==> config.mk <==
export PLATFORM = sky130hd
export DESIGN_NAME = gpio_ctrl_regs
export DESIGN_NICKNAME = d
export VERILOG_FILES = /design/src/rtl/gcr_pkg.sv /design/src/rtl/gcr_decode.sv /design/src/rtl/gcr_ctrl_bank.sv /design/src/rtl/gcr_gpio.sv /design/src/rtl/gpio_ctrl_regs.sv
export SDC_FILE = /design/constraint.sdc
export NUM_CORES = 1
export LEC_CHECK = 0
export BUFFER_PORTS_ARGS = -buffer_cell sky130_fd_sc_hd__buf_2
export CAP_MARGIN = 20
export CORE_ASPECT_RATIO = 0.7
export CORE_MARGIN = 2
export CORE_UTILIZATION = 40
export CTS_BUF_LIST = sky130_fd_sc_hd__clkbuf_16
export CTS_CLUSTER_SIZE = 24
export DETAILED_ROUTE_END_ITERATION = 7
export HOLD_SLACK_MARGIN = 0.02
export PLACE_DENSITY_LB_ADDON = 0.25
export SYNTH_ARGS = -nofsm -noshare
export SYNTH_HDL_FRONTEND = slang
export SYNTH_SLANG_ARGS = --single-unit
==> constraint.sdc <==
create_clock -name clk -period 1.5 [get_ports clk]
set_input_delay 0.075 -clock clk [delete_from_list [all_inputs] [get_ports clk]]
set_output_delay 0.075 -clock clk [all_outputs]
set_load 0.005 [all_outputs]
==> src/rtl/gcr_pkg.sv <==
package gcr_pkg;

  localparam int DEC_W = 6;

  localparam int PWR_TRIG_BIT = 7;
  localparam logic [15:0] PWR_FORCE = 16'h8040;

  typedef enum logic [3:0] {
    ID_MODE,
    ID_CDIV,
    ID_STAT,
    ID_PWR,
    ID_CCTL,
    ID_IREQ,
    ID_IMSK,
    ID_ISTS,
    ID_GDIR,
    ID_GLVL,
    ID_NONE
  } reg_id_e;

endpackage

==> src/rtl/gcr_decode.sv <==
module gcr_decode
  import gcr_pkg::*;
#(
  parameter int ADDR_W = 32
) (
  input  logic [ADDR_W-1:0] addr,
  output reg_id_e           id
);

  logic [DEC_W-1:0] off;

  assign off = addr[DEC_W-1:0];

  // only the low bits take part in the decode
  always_comb begin
    unique case (off)
      6'h00:        id = ID_MODE;
      6'h04:        id = ID_CDIV;
      6'h08:        id = ID_STAT;
      6'h0C:        id = ID_PWR;
      6'h10:        id = ID_CCTL;
      6'h14:        id = ID_IREQ;
      6'h18:        id = ID_IMSK;
      6'h1C:        id = ID_ISTS;
      6'h20:        id = ID_GDIR;
      6'h24, 6'h28: id = ID_GLVL;
      default:      id = ID_NONE;
    endcase
  end

endmodule

==> src/rtl/gcr_ctrl_bank.sv <==
module gcr_ctrl_bank
  import gcr_pkg::*;
#(
  parameter int DW = 16
) (
  input  logic          clk,
  input  logic          rst_n,
  input  logic          wr_en,
  input  reg_id_e       id,
  input  logic [DW-1:0] wdata,
  output logic [DW-1:0] mode_q,
  output logic [DW-1:0] cdiv_q,
  output logic [DW-1:0] pwr_q,
  output logic [DW-1:0] cctl_q,
  output logic [DW-1:0] ireq_q,
  output logic [DW-1:0] imsk_q,
  output logic [DW-1:0] ists_q
);

  logic [DW-1:0] pwr_d;
  logic          mode_en, cdiv_en, pwr_en, cctl_en, ireq_en, imsk_en, ists_en;

  always_comb begin
    mode_en = wr_en && (id == ID_MODE);
    cdiv_en = wr_en && (id == ID_CDIV);
    pwr_en  = wr_en && (id == ID_PWR);
    cctl_en = wr_en && (id == ID_CCTL);
    ireq_en = wr_en && (id == ID_IREQ);
    imsk_en = wr_en && (id == ID_IMSK);
    ists_en = wr_en && (id == ID_ISTS);
  end

  // bit 7 forces the extra power bits
  always_comb begin
    pwr_d = wdata;
    if (wdata[PWR_TRIG_BIT]) pwr_d = wdata | PWR_FORCE[DW-1:0];
  end

  always_ff @(posedge clk or negedge rst_n) begin
    if (!rst_n) begin
      mode_q <= '0;
      cdiv_q <= '0;
      pwr_q  <= '0;
      cctl_q <= '0;
      ireq_q <= '0;
      imsk_q <= '0;
      ists_q <= '0;
    end else begin
      if (mode_en) mode_q <= wdata;
      if (cdiv_en) cdiv_q <= wdata;
      if (pwr_en)  pwr_q  <= pwr_d;
      if (cctl_en) cctl_q <= wdata;
      if (ireq_en) ireq_q <= wdata;
      if (imsk_en) imsk_q <= wdata;
      if (ists_en) ists_q <= wdata;
    end
  end

endmodule

==> src/rtl/gcr_gpio.sv <==
module gcr_gpio #(
  parameter int N    = 16,
  parameter int SYNC = 2
) (
  input  logic         clk,
  input  logic         rst_n,
  input  logic         dir_we,
  input  logic         lvl_we,
  input  logic [N-1:0] wdata,
  input  logic [N-1:0] pin_in,
  output logic [N-1:0] dir_q,
  output logic [N-1:0] lvl_q,
  output logic [N-1:0] out_q,
  output logic [N-1:0] chg_q
);

  logic [N-1:0] sync_q [SYNC];
  logic [N-1:0] seen_q;
  logic [N-1:0] pin_s;
  logic [N-1:0] evt;
  logic [N-1:0] dir_d, lvl_d, out_d, chg_d;
  logic         recompute;

  assign pin_s = sync_q[SYNC-1];
  assign evt   = pin_s ^ seen_q;

  always_ff @(posedge clk or negedge rst_n) begin
    if (!rst_n) begin
      for (int s = 0; s < SYNC; s++) sync_q[s] <= '0;
      seen_q <= '0;
    end else begin
      sync_q[0] <= pin_in;
      for (int s = 1; s < SYNC; s++) sync_q[s] <= sync_q[s-1];
      seen_q <= pin_s;
    end
  end

  // an input edge copies its value into the level bit.
  // a bus write replaces the input update.
  logic [N-1:0] lvl_pin;
  for (genvar b = 0; b < N; b++) begin : g_line
    assign lvl_pin[b] = evt[b] ? pin_s[b] : lvl_q[b];
  end

  always_comb begin
    dir_d     = dir_we ? wdata : dir_q;
    lvl_d     = lvl_we ? (wdata & dir_q) : lvl_pin;
    recompute = dir_we | lvl_we;
    out_d     = recompute ? (lvl_d & dir_d) : out_q;
    chg_d     = out_d ^ out_q;
  end

  always_ff @(posedge clk or negedge rst_n) begin
    if (!rst_n) begin
      dir_q <= '0;
      lvl_q <= '0;
      out_q <= '0;
      chg_q <= '0;
    end else begin
      if (dir_we) dir_q <= dir_d;
      lvl_q <= lvl_d;
      if (recompute) out_q <= out_d;
      chg_q <= chg_d;
    end
  end

endmodule

==> src/rtl/gpio_ctrl_regs.sv <==
module gpio_ctrl_regs
  import gcr_pkg::*;
#(
  parameter int          ADDR_W     = 32,
  parameter int          BUS_W      = 32,
  parameter int          DW         = 16,
  parameter int          GPIO_N     = 16,
  parameter int          SYNC       = 2,
  parameter logic [15:0] STATUS_RST = 16'h0002
) (
  input  logic              clk,
  input  logic              rst_n,
  input  logic              bus_sel,
  input  logic              bus_wr,
  input  logic [ADDR_W-1:0] bus_addr,
  input  logic [BUS_W-1:0]  bus_wdata,
  output logic [DW-1:0]     bus_rdata,
  input  logic [GPIO_N-1:0] gpio_in,
  output logic [GPIO_N-1:0] gpio_out,
  output logic [GPIO_N-1:0] gpio_chg
);

  reg_id_e           id;
  logic              wr_en;
  logic [DW-1:0]     wdat;
  logic [DW-1:0]     mode_q, cdiv_q, pwr_q, cctl_q, ireq_q, imsk_q, ists_q;
  logic [GPIO_N-1:0] dir_q, lvl_q;

  assign wr_en = bus_sel && bus_wr;
  assign wdat  = bus_wdata[DW-1:0];   // truncate

  gcr_decode #(.ADDR_W(ADDR_W)) u_dec (
    .addr (bus_addr),
    .id   (id)
  );

  gcr_ctrl_bank #(.DW(DW)) u_bank (
    .clk    (clk),
    .rst_n  (rst_n),
    .wr_en  (wr_en),
    .id     (id),
    .wdata  (wdat),
    .mode_q (mode_q),
    .cdiv_q (cdiv_q),
    .pwr_q  (pwr_q),
    .cctl_q (cctl_q),
    .ireq_q (ireq_q),
    .imsk_q (imsk_q),
    .ists_q (ists_q)
  );

  gcr_gpio #(.N(GPIO_N), .SYNC(SYNC)) u_gpio (
    .clk    (clk),
    .rst_n  (rst_n),
    .dir_we (wr_en && (id == ID_GDIR)),
    .lvl_we (wr_en && (id == ID_GLVL)),
    .wdata  (wdat[GPIO_N-1:0]),
    .pin_in (gpio_in),
    .dir_q  (dir_q),
    .lvl_q  (lvl_q),
    .out_q  (gpio_out),
    .chg_q  (gpio_chg)
  );

  // fixed status, zero for undecoded offsets
  always_comb begin
    unique case (id)
      ID_MODE: bus_rdata = mode_q;
      ID_CDIV: bus_rdata = cdiv_q;
      ID_STAT: bus_rdata = STATUS_RST[DW-1:0];
      ID_PWR:  bus_rdata = pwr_q;
      ID_CCTL: bus_rdata = cctl_q;
      ID_IREQ: bus_rdata = ireq_q;
      ID_IMSK: bus_rdata = imsk_q;
      ID_ISTS: bus_rdata = ists_q;
      ID_GDIR: bus_rdata = DW'(dir_q);
      ID_GLVL: bus_rdata = DW'(lvl_q);
      default: bus_rdata = '0;
    endcase
  end

endmodule

-- Yosys cells after proc, flatten, opt, wreduce, memory -nomap -nowiden
Cells that the tools add are included.
W data, S select, Z words.
- logic and storage cells: 73
- input bits: 84
- output and inout port bits: 48
- flip-flop bits (word level): 224
- multiplexer cells: 22
- reduce and logical (&&, ||, !) cells: 13
- bitwise logic cells: 5
- eq/ne operators: 19
- operators with widths (cell ; number):
    $pmux W16 S10 ; 1
    $mux W16 ; 4
    $pmux W4 S10 ; 1
    $and A16 B16 Y16 ; 2
    $xor A16 B16 Y16 ; 2
    $eq A6 B5 Y1 const B ; 4
    $eq A6 B6 Y1 const B ; 3
    $eq A4 B3 Y1 const B ; 4
    $mux W1 ; 16
    $eq A6 B4 Y1 const B ; 2
    $logic_and A1 B1 Y1 ; 10
    $eq A4 B2 Y1 const B ; 2
    $eq A4 B4 Y1 const B ; 2
    $eq A6 B3 Y1 const B ; 1
    $logic_not A6 Y1 ; 1
    $eq A4 B1 Y1 const B ; 1
    $logic_not A4 Y1 ; 1
    $reduce_or A2 Y1 ; 1
    $or A1 B1 Y1 ; 1

-- Longest topological paths before layout
- word-level depth: 9
- mapped depth: 8

-- Modules after synthesis
A second synthesis with hierarchy kept.
- cells, all modules: 827
- area total of the unflattened synthesis: 10003.3 um2
- by module, submodules not included (module ; area an instance (um2) ; instances ; cells an instance):
    gcr_gpio ; 4449.3 ; 1 ; 402
    gcr_ctrl_bank ; 4225.3 ; 1 ; 249
    gpio_ctrl_regs ; 1258.7 ; 1 ; 165
    gcr_decode ; 70.1 ; 1 ; 11

-- Least setup slack after synthesis
OpenSTA, ideal clock, no wires.
- path type: input -> register
- start: in bus_addr[5]
- end: reg u_bank.pwr_q[10]
- arrival time: 1728 ps
- setup slack: -353 ps
- cell stages on the path: 7
- path through: or4_1 > buf_2 > nor2_2 > and2_1 > buf_4 > buf_4 > mux2_2
- longest elaborated chain between the ends: 5
- elaborated cells on any way between the ends: 15
- classes of those cells: eq/ne (11); mux (1); reduce/logical (3)
- RTL lines (element ; line ; text):
    from (decl) ; gpio_ctrl_regs.sv:15 ; input logic [ADDR_W-1:0] bus_addr,
    $eq A6 B6 Y1 ; gcr_decode.sv:16 ; unique case (off)
    $reduce_or A2 Y1 ; gcr_decode.sv:16 ;
    $pmux W4 S10 * ; gcr_decode.sv:16 ;
    $eq A4 B2 Y1 * ; gcr_ctrl_bank.sv:26 ; pwr_en = wr_en && (id == ID_PWR);
    $logic_and A1 B1 Y1 * ; gcr_ctrl_bank.sv:26 ;
    to (signal assigned) ; gcr_ctrl_bank.sv:51 ; if (pwr_en) pwr_q <= pwr_d;
    to (decl) ; gcr_ctrl_bank.sv:13 ; output logic [DW-1:0] pwr_q,
Mark *: on every way between the ends. The rest lies on a longest branch, timed or not.
A chain may end at the register's enable or synchronous reset.

-- Final worst setup path
- start: reg u_gpio.lvl_q[15]
- end: out bus_rdata[15]
- longest elaborated chain between the ends: 1
- RTL lines (element ; line ; text):
    from (decl) ; gcr_gpio.sv:12 ; output logic [N-1:0] lvl_q,
    from (signal assigned) ; gcr_gpio.sv:61 ; lvl_q <= lvl_d;
    $pmux W16 S10 ; gpio_ctrl_regs.sv:67 ; unique case (id)
    to (decl) ; gpio_ctrl_regs.sv:17 ; output logic [DW-1:0] bus_rdata,
Every way passes these cells.

==> results.py <==
metrics = {
    "critical_path": {
        "crit_start": "u_gpio.lvl_q[15]$_DFF_PN0_",
        "critPathLaunchType": "flop",
        "critPathRequiredTime_ps": 1420,
        "ff2ff_path_depth": 5,
        "endpoint_kind": "output pin",
        "path_max_fanout": 2,
        "cp-endpoint": "bus_rdata[15]",
        "r2r-end": "u_gpio.chg_q[15]$_DFF_PN0_",
        "ff2ff_setup_slack_ps": -20,
        "worst-setup-path-type": "flop to output pin",
        "r2r-start": "u_gpio.lvl_q[15]$_DFF_PN0_",
        "arrival_ps": 1840,
    },
    "clocking": {
        "clockRootBuffer": "clkbuf_16",
        "cts_buffers": 22,
        "cts_tree": "built",
        "clock-sinks": 224,
        "htree_levels": 1,
        "cts.clk_slew.worst_paths_ps": 60,
        "ctsLongestPathBuffers": 3,
        "clk_latency_ps": 510,
    },
    "global_route": {
        "grt_pass1_vias": 7062,
        "grt_first_pass_wirelength_um": 38500,
        "overflow": 0,
        "antenna_found_initial": 0,
        "grt_max_degree": 56,
        "track_usage_pct": 20.0,
    },
    "detailed_routing": {
        "drc_errors": 0,
        "final_antenna_net_count": 0,
        "drt-total-wl_um": 24000,
        "dr.pass1.iters": 5,
        "drt_iter0_drc": 444,
        "vias": 6596,
        "avgRoutedWirePerCell_um": 19.7,
        "viasPerCell": 5.42,
    },
    "pwr": {
        "p_per_area_mw_per_mm2": 1100,
        "p_leak_nw": 5.83,
        "combPwrFrac_pct": 8.7,
        "swShare_pct": 22.9,
        "ir_worst_vdd_mv": 0.862,
        "power_switching_mw": 3.07,
        "intPower_mw": 10.3,
        "clock_power_share_pct": 41.1,
        "seqPwrFrac_pct": 50.3,
    },
    "yosys": {
        "syn_nets": 794,
        "synth_common_cells": "dfrtp_1 (224), mux2_2 (116), a22oi_1 (43), nand2_1 (33), clkbuf_1 (32)",
        "synth-seq-area-share_pct": 60.4,
        "synth-async-reset-ratio_pct": 100,
        "synth_warnings": 0,
        "yosysUniqueCellTypes": 40,
        "synth_top_area_share_pct": 60.4,
        "synth_edf_count": 0,
        "synth_area_per_cell_um2": 13.1,
        "synth_area_mm2": 0.00929,
        "synth_ff_type": "dfrtp_1",
        "ys_ff_latch": 224,
        "synth_area_leaders": "dfrtp_1 (60%), mux2_2 (14%), a22oi_1 (3.5%)",
        "yosysTopAreaCell": "dfrtp_1",
        "synth_most_common_cell": "dfrtp_1",
        "netlist_instances": 710,
    },
    "placement": {
        "dp_hpwl_um": 16100,
        "placed_cell_area_mm2": 0.0108,
        "portBuffers": 89,
        "dp_cells": 1120,
        "gp_congestion": 0.800,
    },
    "sta": {
        "fmax_mhz": 522,
        "rsz0062_at_grt": "yes",
        "relSlewSlack_pct": 65.6,
        "fin_crit_sh_pct": 128,
        "finalSetupViolations": 33,
        "hold_ws_ps": 96.0,
        "finClkSkew_ps": 12.3,
        "setup_ws_ps": -417,
        "period_needed_ps": 1920,
        "hold_violations": 0,
        "setup_total_negative_slack_ps": -5130,
        "tightest_slew_ps": 515,
        "slew_violations": 0,
    },
    "layout": {
        "n_antenna_cell": 0,
        "layoutNonFillerInstCount": 1217,
        "final_nets": 975,
        "finalCoreUtilization_pct": 53.6,
        "stdcell_area_mm2": 0.0122,
        "area_growth_pct": 31.3,
        "nFillCells": 1949,
        "drive_above_1_share_pct": 41.3,
    },
    "die": {
        "die_x_um": 186,
        "start_util_pct": 40.8,
        "die-height_um": 131,
        "io_pins": 132,
        "die_area_mm2": 0.0245,
        "rows": 46,
        "core_mm2": 0.0227,
    },
    "run_status": {
        "status": "complete, but fails checks",
        "violations": "negative setup slack",
    },
    "flow_run": {
        "maxCapViolations": 0,
    },
    "hold_path": {
        "hold_class": "input pin to asynchronous set/reset pin",
    },
}
[stage by stage]
stage               power (mW)  worst slack [ps]
CTS                       13.5              -499
detailed placement        7.86              -405
global route              14.0              -506
floorplan                 7.35              -264
finish                    13.4              -417
global placement          7.79              -362
[critical path, cell delays in order (launching register included)]
cell	delay, ps
dfrtp_1	390
buf_6	120
a222oi_1	420
buf_4	200
nand3_4	70
buf_6	140
[placed cells by master, fill, tap and decap left out, types with 23 or more instances in the layout]
cell and count:
nand3_1 27, mux2_4 40, mux2_2 86, buf_4 58, clkbuf_16 23, a22oi_1 34
dfrtp_1 224, dlygate4sd3_1 33, o21ai_0 25, nor2_1 29, buf_2 85, nand2_1 32
[how the worst min path moves through the flow]
stage,from,to
2_1_floorplan,rst_n,u_bank.cctl_q[0]$_DFFE_PN0P_
3_3_place_gp,rst_n,u_bank.pwr_q[9]$_DFFE_PN0P_
3_5_place_dp,rst_n,u_bank.pwr_q[12]$_DFFE_PN0P_
4_1_cts,rst_n,u_bank.mode_q[12]$_DFFE_PN0P_
5_1_grt,rst_n,u_bank.pwr_q[9]$_DFFE_PN0P_
6_report,rst_n,u_bank.pwr_q[12]$_DFFE_PN0P_
[power groups by stage]
stage          sequential, mW  clock, mW  combinational (mW)
5_1_grt                  6.79       5.91                1.28
3_5_place_dp             6.85          0                1.02
4_1_cts                  6.74       5.65                1.15
2_1_floorplan            6.76          0               0.593
6_report                 6.75       5.51                1.16
3_3_place_gp             6.82          0               0.968
[registers in the layout (all words and copies together) (netlist names)]
signal and count:
u_bank.cctl_q 16, u_gpio.lvl_q 16, u_bank.ireq_q 16, u_gpio.chg_q 16
u_bank.imsk_q 16, u_bank.pwr_q 16, u_gpio.pin_s 16, u_gpio.sync_q 16
u_gpio.seen_q 16, u_bank.ists_q 16, u_gpio.out_q 16, u_bank.cdiv_q 16
u_gpio.dir_q 16, u_bank.mode_q 16
[layout make-up]
class / count / area [µm²] / share of cell area [%]
well taps: 312 / 390 / 3.20
clock inverters: 15 / 136 / 1.12
multi-input cells: 421 / 3650 / 29.9
repair buffers: 211 / 1790 / 14.7
inverters: 11 / 41.3 / 0.339
clock buffers: 23 / 576 / 4.72
flip-flops and latches: 224 / 5610 / 46.0
[timing repair]
action                                 in CTS  in global routing
gates resized for setup                    29                 18
setup endpoints to repair                  17                 28
setup buffers                              19                  6
endpoints found under the hold margin     350                  0
pin swaps                                  26                 14
gates cloned                                1                  0
hold buffers                               33                  0
[logic make-up (layout without fill, tap and decap cells)]
family | count (synthesis) | count (layout) | share of synthesized area (%)
AOI/OAI and AO/OA | 144 | 144 | 10.9
xor gates and xnor gates | 9 | 9 | 0.930
adders and majority gates | 1 | 1 | 0.108
buffers and inverters | 65 | 260 | 3.23
DFF | 224 | 224 | 60.4
muxes | 127 | 127 | 15.8
and+or+nand+nor | 140 | 140 | 8.61
[layer usage]
| metal | wire length (µm) | track usage [%] |
|---|---|---|
| met1 | 10900 | 28.3 |
| met2 | 11600 | 32.3 |
| met3 | 1150 | 3.46 |
| met4 | 363 | 4.37 |
| met5 | 0 | 0 |
Power figures use the tool's default switching activity.
